===== config.mk =====
export PLATFORM = sky130hd
export DESIGN_NAME = flash_sec_gate
export DESIGN_NICKNAME = d
export VERILOG_FILES = /design/src/rtl/flash_sec_gate.sv
export SDC_FILE = /design/constraint.sdc
export NUM_CORES = 1
export LEC_CHECK = 0
export BUFFER_PORTS_ARGS = -buffer_cell sky130_fd_sc_hd__buf_4
export CAP_MARGIN = 30
export CELL_PAD_IN_SITES_DETAIL_PLACEMENT = 0
export CELL_PAD_IN_SITES_GLOBAL_PLACEMENT = 2
export CORE_ASPECT_RATIO = 1.2
export CORE_MARGIN = 1.5
export CORE_UTILIZATION = 25
export DETAILED_ROUTE_END_ITERATION = 16
export GPL_TIMING_DRIVEN = 0
export HOLD_SLACK_MARGIN = 0.15
export PLACE_DENSITY_LB_ADDON = 0.1
export SYNTH_ARGS = -nofsm -noshare
export SYNTH_HDL_FRONTEND = slang
export SYNTH_SLANG_ARGS = --single-unit

===== constraint.sdc =====
create_clock -name clk -period 2.7 [get_ports clk]
set_input_delay 0.135 -clock clk [delete_from_list [all_inputs] [get_ports clk]]
set_output_delay 0.135 -clock clk [all_outputs]
set_load 0.1 [all_outputs]

===== src/rtl/flash_sec_gate.sv =====
module flash_sec_gate #(
  parameter int DW      = 8,
  parameter int SEC_BIT = 0
) (
  input  logic          clk,
  input  logic          por_n,
  input  logic          rst_hold,
  input  logic          load_stb,
  input  logic [DW-1:0] nv_opt,
  input  logic          erase_done,
  input  logic          dbg_pin_en,
  input  logic          rd_en,
  input  logic          rd_dbg,
  input  logic [1:0]    rd_space,
  input  logic [DW-1:0] rd_raw,
  output logic [DW-1:0] rd_data,
  output logic          rd_valid,
  output logic          secure_o,
  output logic [DW-1:0] opt_o
);

  localparam logic [1:0]    SPACE_FLASH = 2'd0;
  localparam logic [DW-1:0] ERASED      = '1;

  logic [DW-1:0] opt_q;
  logic          loaded_q;
  logic          erased_q;
  logic          do_load;
  logic          secured;
  logic          block;

  assign do_load = load_stb && !rst_hold;
  assign secured = !opt_q[SEC_BIT];
  assign block   = (rd_space == SPACE_FLASH) &&
                   (!loaded_q || dbg_pin_en || (rd_dbg && secured));

  always_ff @(posedge clk or negedge por_n) begin
    if (!por_n) begin
      opt_q    <= '0;
      loaded_q <= 1'b0;
    end else if (rst_hold) begin
      opt_q    <= '0;
      loaded_q <= 1'b0;
    end else if (do_load) begin
      opt_q    <= erased_q ? ERASED : nv_opt;
      loaded_q <= 1'b1;
    end
  end

  always_ff @(posedge clk or negedge por_n) begin
    if (!por_n)          erased_q <= 1'b0;
    else if (erase_done) erased_q <= 1'b1;
    else if (do_load)    erased_q <= 1'b0;
  end

  always_ff @(posedge clk or negedge por_n) begin
    if (!por_n) begin
      rd_valid <= 1'b0;
      rd_data  <= '0;
    end else begin
      rd_valid <= rd_en;
      rd_data  <= (rd_en && !block) ? rd_raw : '0;
    end
  end

  assign secure_o = secured;
  assign opt_o    = opt_q;

endmodule



==> impl_metrics.json, run 1 <==
{
  "run_status": "finished clean",
  "routed_wl_um": 1970,
  "vias_per_cell": 4.12,
  "critical_path.max_stage_delay_ns": 0.56,
  "top_level_ports": 44,
  "synth_flop_cell": "sky130_fd_sc_hd__dfrtp_1",
  "antenna_found_initial": 0,
  "filler_cell_count": 258,
  "r2r_end": "rd_data[4]",
  "hold_path_start": "load_stb",
  "synthMostInstantiatedCell": "sky130_fd_sc_hd__nor2_1",
  "timing.fmax_ghz": 0.543,
  "grt_max_degree": 20,
  "die_width_um": 52.9,
  "timing.critical_path.to_type": "register",
  "globalRouteOverflowTotal": 0,
  "tritoncts.num_buffers": 3,
  "critical_path.max_fanout": 8,
  "die_h_um": 62.9,
  "synth.top_cells.by_area": "sky130_fd_sc_hd__dfrtp_1 64%, sky130_fd_sc_hd__nor2_1 13%, sky130_fd_sc_hd__a211oi_1 8.0%",
  "tritoncts": "done",
  "avgRoutedWirePerCell_um": 11.0,
  "origin_of_the_critical_flop_to_flop_path": "opt_o[0]",
  "start_util": 0.266,
  "post_synth_inst_count": 72,
  "post-dp-hpwl_um": 1280,
  "regToRegSetupSlack_ns": 0.86,
  "grt.total_usage": 0.135,
  "worst_path_max_delay_cell": "sky130_fd_sc_hd__dlygate4sd3_1",
  "p_int_w": 0.000445,
  "synthesis.area_per_instance_um2": 10.4,
  "finalSetupViolCount": 0,
  "fp.dieArea_mm2": 0.00333,
  "period_share": 0.682,
  "max_slew.worst_pin.slew_ns": 0.454,
  "synth_area_um2": 748,
  "power.share.switching": 0.379,
  "cts.path.max_buffers": 2,
  "max-slew-margin-rel": 0.697,
  "drc": 0,
  "root_buffer": "sky130_fd_sc_hd__clkbuf_4",
  "path_buf_inv": 1,
  "layout_setup_ws_ns": 0.860,
  "final_hold_viol_count": 0,
  "pre_cts_slack_ns": 1.39,
  "synth.cells.most_frequent": "26 x sky130_fd_sc_hd__nor2_1, 19 x sky130_fd_sc_hd__dfrtp_1, 8 x sky130_fd_sc_hd__a211oi_1, 8 x sky130_fd_sc_hd__nand2_1",
  "clk-insertion-delay-late_ns": 0.29,
  "synthesized_netlist_net_count": 98,
  "crit_path_cell_trace": "nand2b_4, a311oi_4, nor2_1, dlygate4sd3_1",
  "post-synth-top-area-fraction": 0.635,
  "route.antenna.remaining_nets": 0,
  "seq_power_share": 0.434,
  "number_of_vias_after_detailed_routing": 734,
  "netlist.top_cell.by_area": "sky130_fd_sc_hd__dfrtp_1",
  "worstSetupStartpoint": "opt_o[0]",
  "min_delay_worst_endpoint": "opt_o[6]",
  "layout-drive-gt1-share": 0.333,
  "max_cap_viol_count": 0,
  "hold_depth": 3,
  "final.min_clock_period_ns": 1.84,
  "power.combinational.fraction": 0.366,
  "synth_enable_flop_cells": 0,
  "rows": 21,
  "worst_ep_arrival_time_ns": 2.02,
  "diodes": 0,
  "max-vdd-ir-drop_uv": 261,
  "unrepaired_setup_endpoints_after_global_routing": "no",
  "timing.setup.critical_path_class": "reg2reg",
  "global_route_wire_length_before_repair_um": 3330,
  "cts.sink_count": 19,
  "startpoint_type": "register",
  "synth.yosys.seq_area_share": 0.635,
  "core_region_area_mm2": 0.00281,
  "synth-seq-cells": 19,
  "cts_htree_levels": 1,
  "timing.hold.worst.class": "in2reg",
  "setup-tns-final_ns": 0,
  "finalWeightedCongestion": 0.688,
  "power.share.clock": 0.199,
  "clock_skew_ns": 0.00445,
  "final_net_count": 171,
  "synth.distinct_cells": 13,
  "rr_worst_depth": 4,
  "net-switching-power_w": 0.000271,
  "yosysWarningCount": 0,
  "crit_path_leading_delay_family": "buffers and inverters",
  "first_global_vias": 756,
  "power.static_leakage_nw": 0.703,
  "drt_iter0_markers": 11,
  "final-max-slew-violation-count": 0,
  "detail_route.first_pass.iterations": 4,
  "areaGrowthSynthToFinish_pct": 86.5,
  "critPathRequiredTime_ns": 2.88,
  "clkSlewWorstSetupHoldPaths_ns": 0.11,
  "ratio_of_total_power_to_cell_area_mw_per_mm2": 513,
  "port_buffers": 41,
  "synth_async_sr_flop_share": 1.00
}
area by class of cell:
class	instances	area [um^2]	area share
Buffer	5	23.8	0.0170
Timing Repair Buffer	68	578	0.414
Sequential cell	19	475	0.341
Clock buffer	4	26.3	0.0188
Multi-Input combinational cell	46	241	0.173
Inverter	2	7.51	0.00538
Tap cell	34	42.5	0.0305
worst register-to-register path, cell delays in order, from the launching register on:
cell and delay, ns:
sky130_fd_sc_hd__dfrtp_1 0.44, sky130_fd_sc_hd__nand2b_4 0.17, sky130_fd_sc_hd__a311oi_4 0.47, sky130_fd_sc_hd__nor2_1 0.09, sky130_fd_sc_hd__dlygate4sd3_1 0.56
logic make-up (layout without fill, tap and decap cells):
family / Yosys count / count (layout) / synth area share
flip-flops: 19 / 19 / 0.635
AND/OR/NAND/NOR: 36 / 36 / 0.197
buffers and inverters: 7 / 79 / 0.0418
AO/OA/AOI/OAI: 10 / 10 / 0.125
routing by layer:
| layer | track usage | up-vias | wire [um] |
|---|---|---|---|
| met2 | 0.220 | 22 | 1040 |
| met3 | 0.0359 | 2 | 102 |
| met5 | 0 | - | 0 |
| li1 | - | 378 | - |
| met4 | 0.0577 | 0 | 15 |
| met1 | 0.163 | 332 | 808 |
power by group through the flow:
| stage | combinational, W | sequential (W) | clock [W] |
|---|---|---|---|
| floorplan | 0.0000424 | 0.000436 | 0 |
| global placement | 0.000232 | 0.000317 | 0 |
| detailed placement | 0.000233 | 0.000317 | 0 |
| CTS | 0.000264 | 0.000312 | 0.000151 |
| global route | 0.000277 | 0.000314 | 0.000162 |
| finish | 0.000262 | 0.000311 | 0.000143 |
registers in the layout (all words and copies together), names as in the netlist:
register	cells
loaded_q	1
erased_q	1
rd_data	8
rd_valid	1
opt_o	8
worst max path at each step:
stage                       to  slack, ns  cells past startpoint
global placement    rd_data[7]       1.41                      3
CTS                 rd_data[7]       0.83                      4
floorplan             secure_o       0.96                      1
global route        rd_data[0]       0.71                      4
finish              rd_data[4]       0.86                      4
detailed placement  rd_data[7]       1.39                      3
placed cells by master (no fill, tap or decap):
cell type and count:
sky130_fd_sc_hd__clkbuf_4 3, sky130_fd_sc_hd__a211oi_1 8, sky130_fd_sc_hd__inv_1 2, sky130_fd_sc_hd__nand2b_1 1
sky130_fd_sc_hd__buf_4 42, sky130_fd_sc_hd__dfrtp_1 19, sky130_fd_sc_hd__buf_2 1, sky130_fd_sc_hd__nor2_1 26
sky130_fd_sc_hd__a21o_1 1, sky130_fd_sc_hd__nand2b_4 1, sky130_fd_sc_hd__nand2_1 8, sky130_fd_sc_hd__dlygate4sd3_1 27
sky130_fd_sc_hd__buf_1 1, sky130_fd_sc_hd__clkbuf_1 3, sky130_fd_sc_hd__a311oi_4 1
repair_timing:
item                      CTS  global route
hold buffers               27             0
setup buffers               0             0
gates resized for setup     0             0
hold endpoints to repair   37             0
per-stage QoR:
| stage | cell area (um^2) | std cells | util | hold WS [ns] | total power (W) |
|---|---|---|---|---|---|
| 2_1_floorplan | 748 | 72 | - | -0.161 | 0.000478 |
| 3_3_place_gp | 1100 | 147 | 0.391 | 0.0281 | 0.000549 |
| 3_5_place_dp | 1100 | 147 | 0.391 | 0.0284 | 0.000550 |
| 4_1_cts | 1400 | 178 | 0.496 | 0.185 | 0.000727 |
| 5_1_grt | 1400 | 178 | 0.496 | 0.194 | 0.000753 |
| 6_report | 1400 | 178 | 0.496 | 0.192 | 0.000716 |
Power figures use the tool's default switching activity.
==> run 2: changes to the inputs <==
Settings changed: CORE_UTILIZATION 25 to 23.
Clock period 2.7 ns to 1.9 ns, I/O delays scaled along.
==> impl_metrics.json, run 2 (synthesis results as in run 1) <==
{
  "origin_of_the_critical_flop_to_flop_path": "opt_o[0]",
  "first_global_vias": 813,
  "final_cell_count_no_fill": 187,
  "dp.cells": 149,
  "startpoint_type": "register",
  "clkSlewWorstSetupHoldPaths_ns": 0.11,
  "finalWeightedCongestion": 0.684,
  "period_share": 0.904,
  "register_area_um2": 475,
  "max-slew-margin-rel": 0.684,
  "critPathRequiredTime_ns": 2.09,
  "power.static_leakage_nw": 0.740,
  "max_cap_viol_count": 0,
  "tritoncts.num_buffers": 3,
  "finalSetupViolCount": 0,
  "clk-insertion-delay-late_ns": 0.29,
  "vias_per_cell": 4.14,
  "unrepaired_setup_endpoints_after_global_routing": "no",
  "die_h_um": 65.5,
  "setup-tns-final_ns": 0,
  "fp.dieArea_mm2": 0.00361,
  "most-common-layout-cells": "43 x sky130_fd_sc_hd__buf_4, 33 x sky130_fd_sc_hd__dlygate4sd3_1, 26 x sky130_fd_sc_hd__nor2_1",
  "top_level_ports": 44,
  "crit_path_cell_trace": "nand2b_4, a311oi_4, buf_4, nor2_1, dlygate4sd3_1",
  "avgRoutedWirePerCell_um": 11.1,
  "timing.critical_path.to_type": "register",
  "run_status": "finished clean",
  "timing.hold.worst.class": "in2reg",
  "crit_path_end": "rd_data[0]",
  "final_net_count": 178,
  "root_buffer": "sky130_fd_sc_hd__clkbuf_4",
  "worst_path_max_delay_cell": "sky130_fd_sc_hd__dlygate4sd3_1",
  "filler_cell_count": 314,
  "layout-drive-gt1-share": 0.325,
  "core_region_area_mm2": 0.00308,
  "diodes": 0,
  "tritoncts": "done",
  "critical_path.max_stage_delay_ns": 0.55,
  "drt_iter0_markers": 12,
  "hold_path_start": "load_stb",
  "number_of_vias_after_detailed_routing": 774,
  "antenna_found_initial": 0,
  "areaGrowthSynthToFinish_pct": 95.8,
  "max_slew.worst_pin.slew_ns": 0.474,
  "port_buffers": 41,
  "global_route_wire_length_before_repair_um": 3260,
  "regToRegSetupSlack_ns": 0.18,
  "layout_setup_ws_ns": 0.182,
  "final_hold_viol_count": 0,
  "grt_max_degree": 20,
  "clock_skew_ns": 0.000737,
  "worstSetupStartpoint": "opt_o[0]",
  "start_util": 0.243,
  "multi_input_area_um2": 241,
  "timing.fmax_ghz": 0.582,
  "globalRouteOverflowTotal": 0,
  "cp_num_cells": 5,
  "cts.path.max_buffers": 2,
  "final-max-slew-violation-count": 0,
  "route.antenna.remaining_nets": 0,
  "rr_worst_depth": 5,
  "timing.setup.critical_path_class": "reg2reg",
  "layout_commonest_cell": "sky130_fd_sc_hd__buf_4",
  "grt.total_usage": 0.127,
  "ratio_of_total_power_to_cell_area_mw_per_mm2": 708,
  "crit_path_leading_delay_family": "buffers and inverters",
  "die_width_um": 55.1,
  "worst_ep_arrival_time_ns": 1.91,
  "final.min_clock_period_ns": 1.72,
  "cts_htree_levels": 1,
  "drc": 0,
  "critical_path.max_fanout": 8,
  "pre_cts_slack_ns": 0.608,
  "rows": 22,
  "cts.sink_count": 19,
  "detail_route.first_pass.iterations": 2,
  "routed_wl_um": 2080,
  "path_buf_inv": 2,
  "post-dp-hpwl_um": 1280,
  "r2r_end": "rd_data[0]",
  "max-vdd-ir-drop_uv": 319
}
==> run 2: cell count changes in the layout (fill, tap and decap cells not counted), sizes merged <==
| cell | before | now |
|---|---|---|
| dlygate4sd3 | 27 | 33 |
| buf | 44 | 45 |
==> run 2: cell type report <==
cell class	instances	share of cell area
flip-flops and latches	19	0.325
inverters	2	0.00512
clock buffers	4	0.0179
plain buffers	5	0.0162
multi-input cells	46	0.165
repair buffers	75	0.441
well taps	36	0.0307
==> run 2: worst min-delay path by stage <==
stage               end  slack, ns  cells after the start
3_5_place_dp   erased_q      -0.01                      1
2_1_floorplan  erased_q      -0.20                      0
5_1_grt        opt_o[4]       0.18                      3
3_3_place_gp   opt_o[4]      -0.01                      1
4_1_cts        erased_q       0.17                      3
6_report       opt_o[4]       0.17                      3
==> run 2: worst register-to-register path, cell delays in order (launching register included) <==
cell	delay, ns
sky130_fd_sc_hd__dfrtp_1	0.42
sky130_fd_sc_hd__nand2b_4	0.16
sky130_fd_sc_hd__a311oi_4	0.23
sky130_fd_sc_hd__buf_4	0.20
sky130_fd_sc_hd__nor2_1	0.05
sky130_fd_sc_hd__dlygate4sd3_1	0.55
==> run 2: per-stage QoR <==
stage                     utilization  hold slack (ns)  cell area, um^2  power [W]
after floorplan                     -           -0.201              748   0.000680
after global placement          0.357          -0.0113             1100   0.000780
after detailed placement        0.357         -0.00995             1100   0.000783
after CTS                       0.473            0.167             1460    0.00105
after global routing            0.475            0.176             1470    0.00109
final                           0.475            0.166             1470    0.00104
==> run 2: timing repair <==
item / 4_1_cts / 5_1_grt
gates resized for setup: 0 / 0
hold buffers: 33 / 0
endpoints found under the hold margin: 37 / 0
buffers inserted: 0 / 1
endpoints found under the setup margin: 0 / 8
==> run 2: metal layers <==
| metal | vias up | part of all wire | track usage | wire length, um |
|---|---|---|---|---|
| met5 | - | 0 | 0 | 0 |
| met2 | 22 | 0.54 | 0.226 | 1120 |
| met3 | 2 | 0.048 | 0.0227 | 99 |
| li1 | 389 | - | - | - |
| met1 | 361 | 0.40 | 0.135 | 834 |
| met4 | 0 | 0.010 | 0.0701 | 21 |
==> run 2: power breakdown <==
part           leakage, nW  switching, W  total [W]  internal (W)
Clock               0.0150      0.000125   0.000207     0.0000817
Sequential           0.240     0.0000124   0.000442      0.000430
Combinational        0.484      0.000254   0.000388      0.000134
==> run 3: changes to the inputs <==
Settings changed: CORE_ASPECT_RATIO 1.2 to default, PLACE_DENSITY from default to 0.8, PLACE_DENSITY_LB_ADDON 0.1 to default.
==> impl_metrics.json, run 3 (synthesis results as in run 1) <==
{
  "max_cap_viol_count": 0,
  "timing.fmax_ghz": 0.554,
  "ratio_of_total_power_to_cell_area_mw_per_mm2": 719,
  "route.antenna.remaining_nets": 0,
  "max_slew.worst_pin.slew_ns": 0.449,
  "final_hold_viol_count": 0,
  "drc": 0,
  "clkSlewWorstSetupHoldPaths_ns": 0.11,
  "cts_setup_buffers": 0,
  "crit_path_leading_delay_family": "buffers and inverters",
  "antenna_found_initial": 0,
  "globalRouteOverflowTotal": 0,
  "grt.total_usage": 0.130,
  "start_util": 0.243,
  "setup-tns-final_ns": 0,
  "path_buf_inv": 1,
  "worst_ep_arrival_time_ns": 1.98,
  "clk-insertion-delay-late_ns": 0.29,
  "critical_path.max_fanout": 8,
  "port_buffers": 41,
  "cts_htree_levels": 1,
  "startpoint_type": "register",
  "grt_max_degree": 20,
  "cts.sink_count": 19,
  "rows": 20,
  "finalWeightedCongestion": 0.686,
  "timing.critical_path.to_type": "register",
  "unrepaired_setup_endpoints_after_global_routing": "no",
  "detail_route.first_pass.iterations": 4,
  "filler_cell_count": 309,
  "power.static_leakage_nw": 0.708,
  "drt_iter0_markers": 25,
  "crit_path_cell_trace": "nand2b_4, a311oi_4, nor2_1, dlygate4sd3_1",
  "routed_wl_um": 2010,
  "final-max-slew-violation-count": 0,
  "top_level_ports": 44,
  "cts.path.max_buffers": 2,
  "tritoncts": "done",
  "root_buffer": "sky130_fd_sc_hd__clkbuf_4",
  "max-slew-margin-rel": 0.700,
  "run_status": "finished clean",
  "critPathRequiredTime_ns": 2.08,
  "total_power_w": 0.00102,
  "fp.dieArea_mm2": 0.00360,
  "critical_path.max_stage_delay_ns": 0.58,
  "clock_skew_ns": 0.00364,
  "max-vdd-ir-drop_uv": 436,
  "core_region_area_mm2": 0.00308,
  "timing.setup.critical_path_class": "reg2reg",
  "die_width_um": 60.0,
  "areaGrowthSynthToFinish_pct": 89.5,
  "finalSetupViolCount": 0,
  "diodes": 0,
  "tritoncts.num_buffers": 3,
  "layout_commonest_cell": "sky130_fd_sc_hd__buf_4",
  "period_share": 0.949,
  "vias_per_cell": 4.03,
  "most-common-layout-cells": "42 x sky130_fd_sc_hd__buf_4, 28 x sky130_fd_sc_hd__dlygate4sd3_1, 26 x sky130_fd_sc_hd__nor2_1",
  "final.min_clock_period_ns": 1.80,
  "final_net_count": 172,
  "cts_resized": 0,
  "layout-drive-gt1-share": 0.331,
  "worst_path_max_delay_cell": "sky130_fd_sc_hd__dlygate4sd3_1",
  "timing.hold.worst.class": "in2reg",
  "die_h_um": 60.0,
  "avgRoutedWirePerCell_um": 10.6,
  "number_of_vias_after_detailed_routing": 761,
  "first_global_vias": 816,
  "global_route_wire_length_before_repair_um": 3500
}
==> run 3: tightest hold or removal path, stage by stage <==
cell,delay [ns]
sky130_fd_sc_hd__buf_2,0.15
sky130_fd_sc_hd__nor2_1,0.12
sky130_fd_sc_hd__a211oi_1,0.05
==> run 3: routing by layer <==
layer / vias to the layer above / GRT usage / share of wire
li1: 378 / - / -
met1: 346 / 0.146 / 0.42
met2: 37 / 0.227 / 0.49
met3: 0 / 0.0693 / 0.094
met4: 0 / 0.00952 / 0
met5: - / 0 / 0
==> run 3: final timing paths <==
path	from	endpoint	slack, ns	cells past startpoint
hold reg to reg	opt_o[1]	opt_o[1]	0.57	2
hold / removal	load_stb	opt_o[4]	0.16	3
max in group asynchronous	por_n	rd_data[5]	1.49	2
setup reg to reg	opt_o[0]	rd_data[2]	0.1	4
setup / recovery	opt_o[0]	rd_data[2]	0.1	4
min in group asynchronous	por_n	opt_o[2]	0.21	2
==> run 3: stage by stage <==
step	instance area, um^2	std cells	hold slack [ns]	util	setup WS (ns)
after floorplan	748	72	-0.201	-	0.201
after global placement	1110	157	-0.0182	0.361	0.619
after detailed placement	1110	157	-0.0138	0.361	0.620
after CTS	1420	189	0.154	0.461	0.0556
after global routing	1420	189	0.161	0.461	0.0270
final	1420	189	0.160	0.461	0.0962
==> run 3: power breakdown <==
| group | leakage, nW | internal, W | switching, W |
|---|---|---|---|
| logic | 0.453 | 0.000123 | 0.000253 |
| registers | 0.240 | 0.000430 | 0.0000127 |
| clock network | 0.0150 | 0.0000816 | 0.000120 |
==> run 3: what timing repair did <==
item                                    4_1_cts  5_1_grt
hold buffers                                 28        0
endpoints found under the hold margin        37        0
endpoints found under the setup margin        0        1
==> run 3: area by class of cell <==
cell class	instances	area, um^2	area share
repair buffers	69	588	0.415
flip-flops and latches	19	475	0.335
multi-input cells	46	241	0.170
well taps	44	55.1	0.0388
clock buffers	4	26.3	0.0185
plain buffers	5	23.8	0.0168
inverters	2	7.51	0.00530
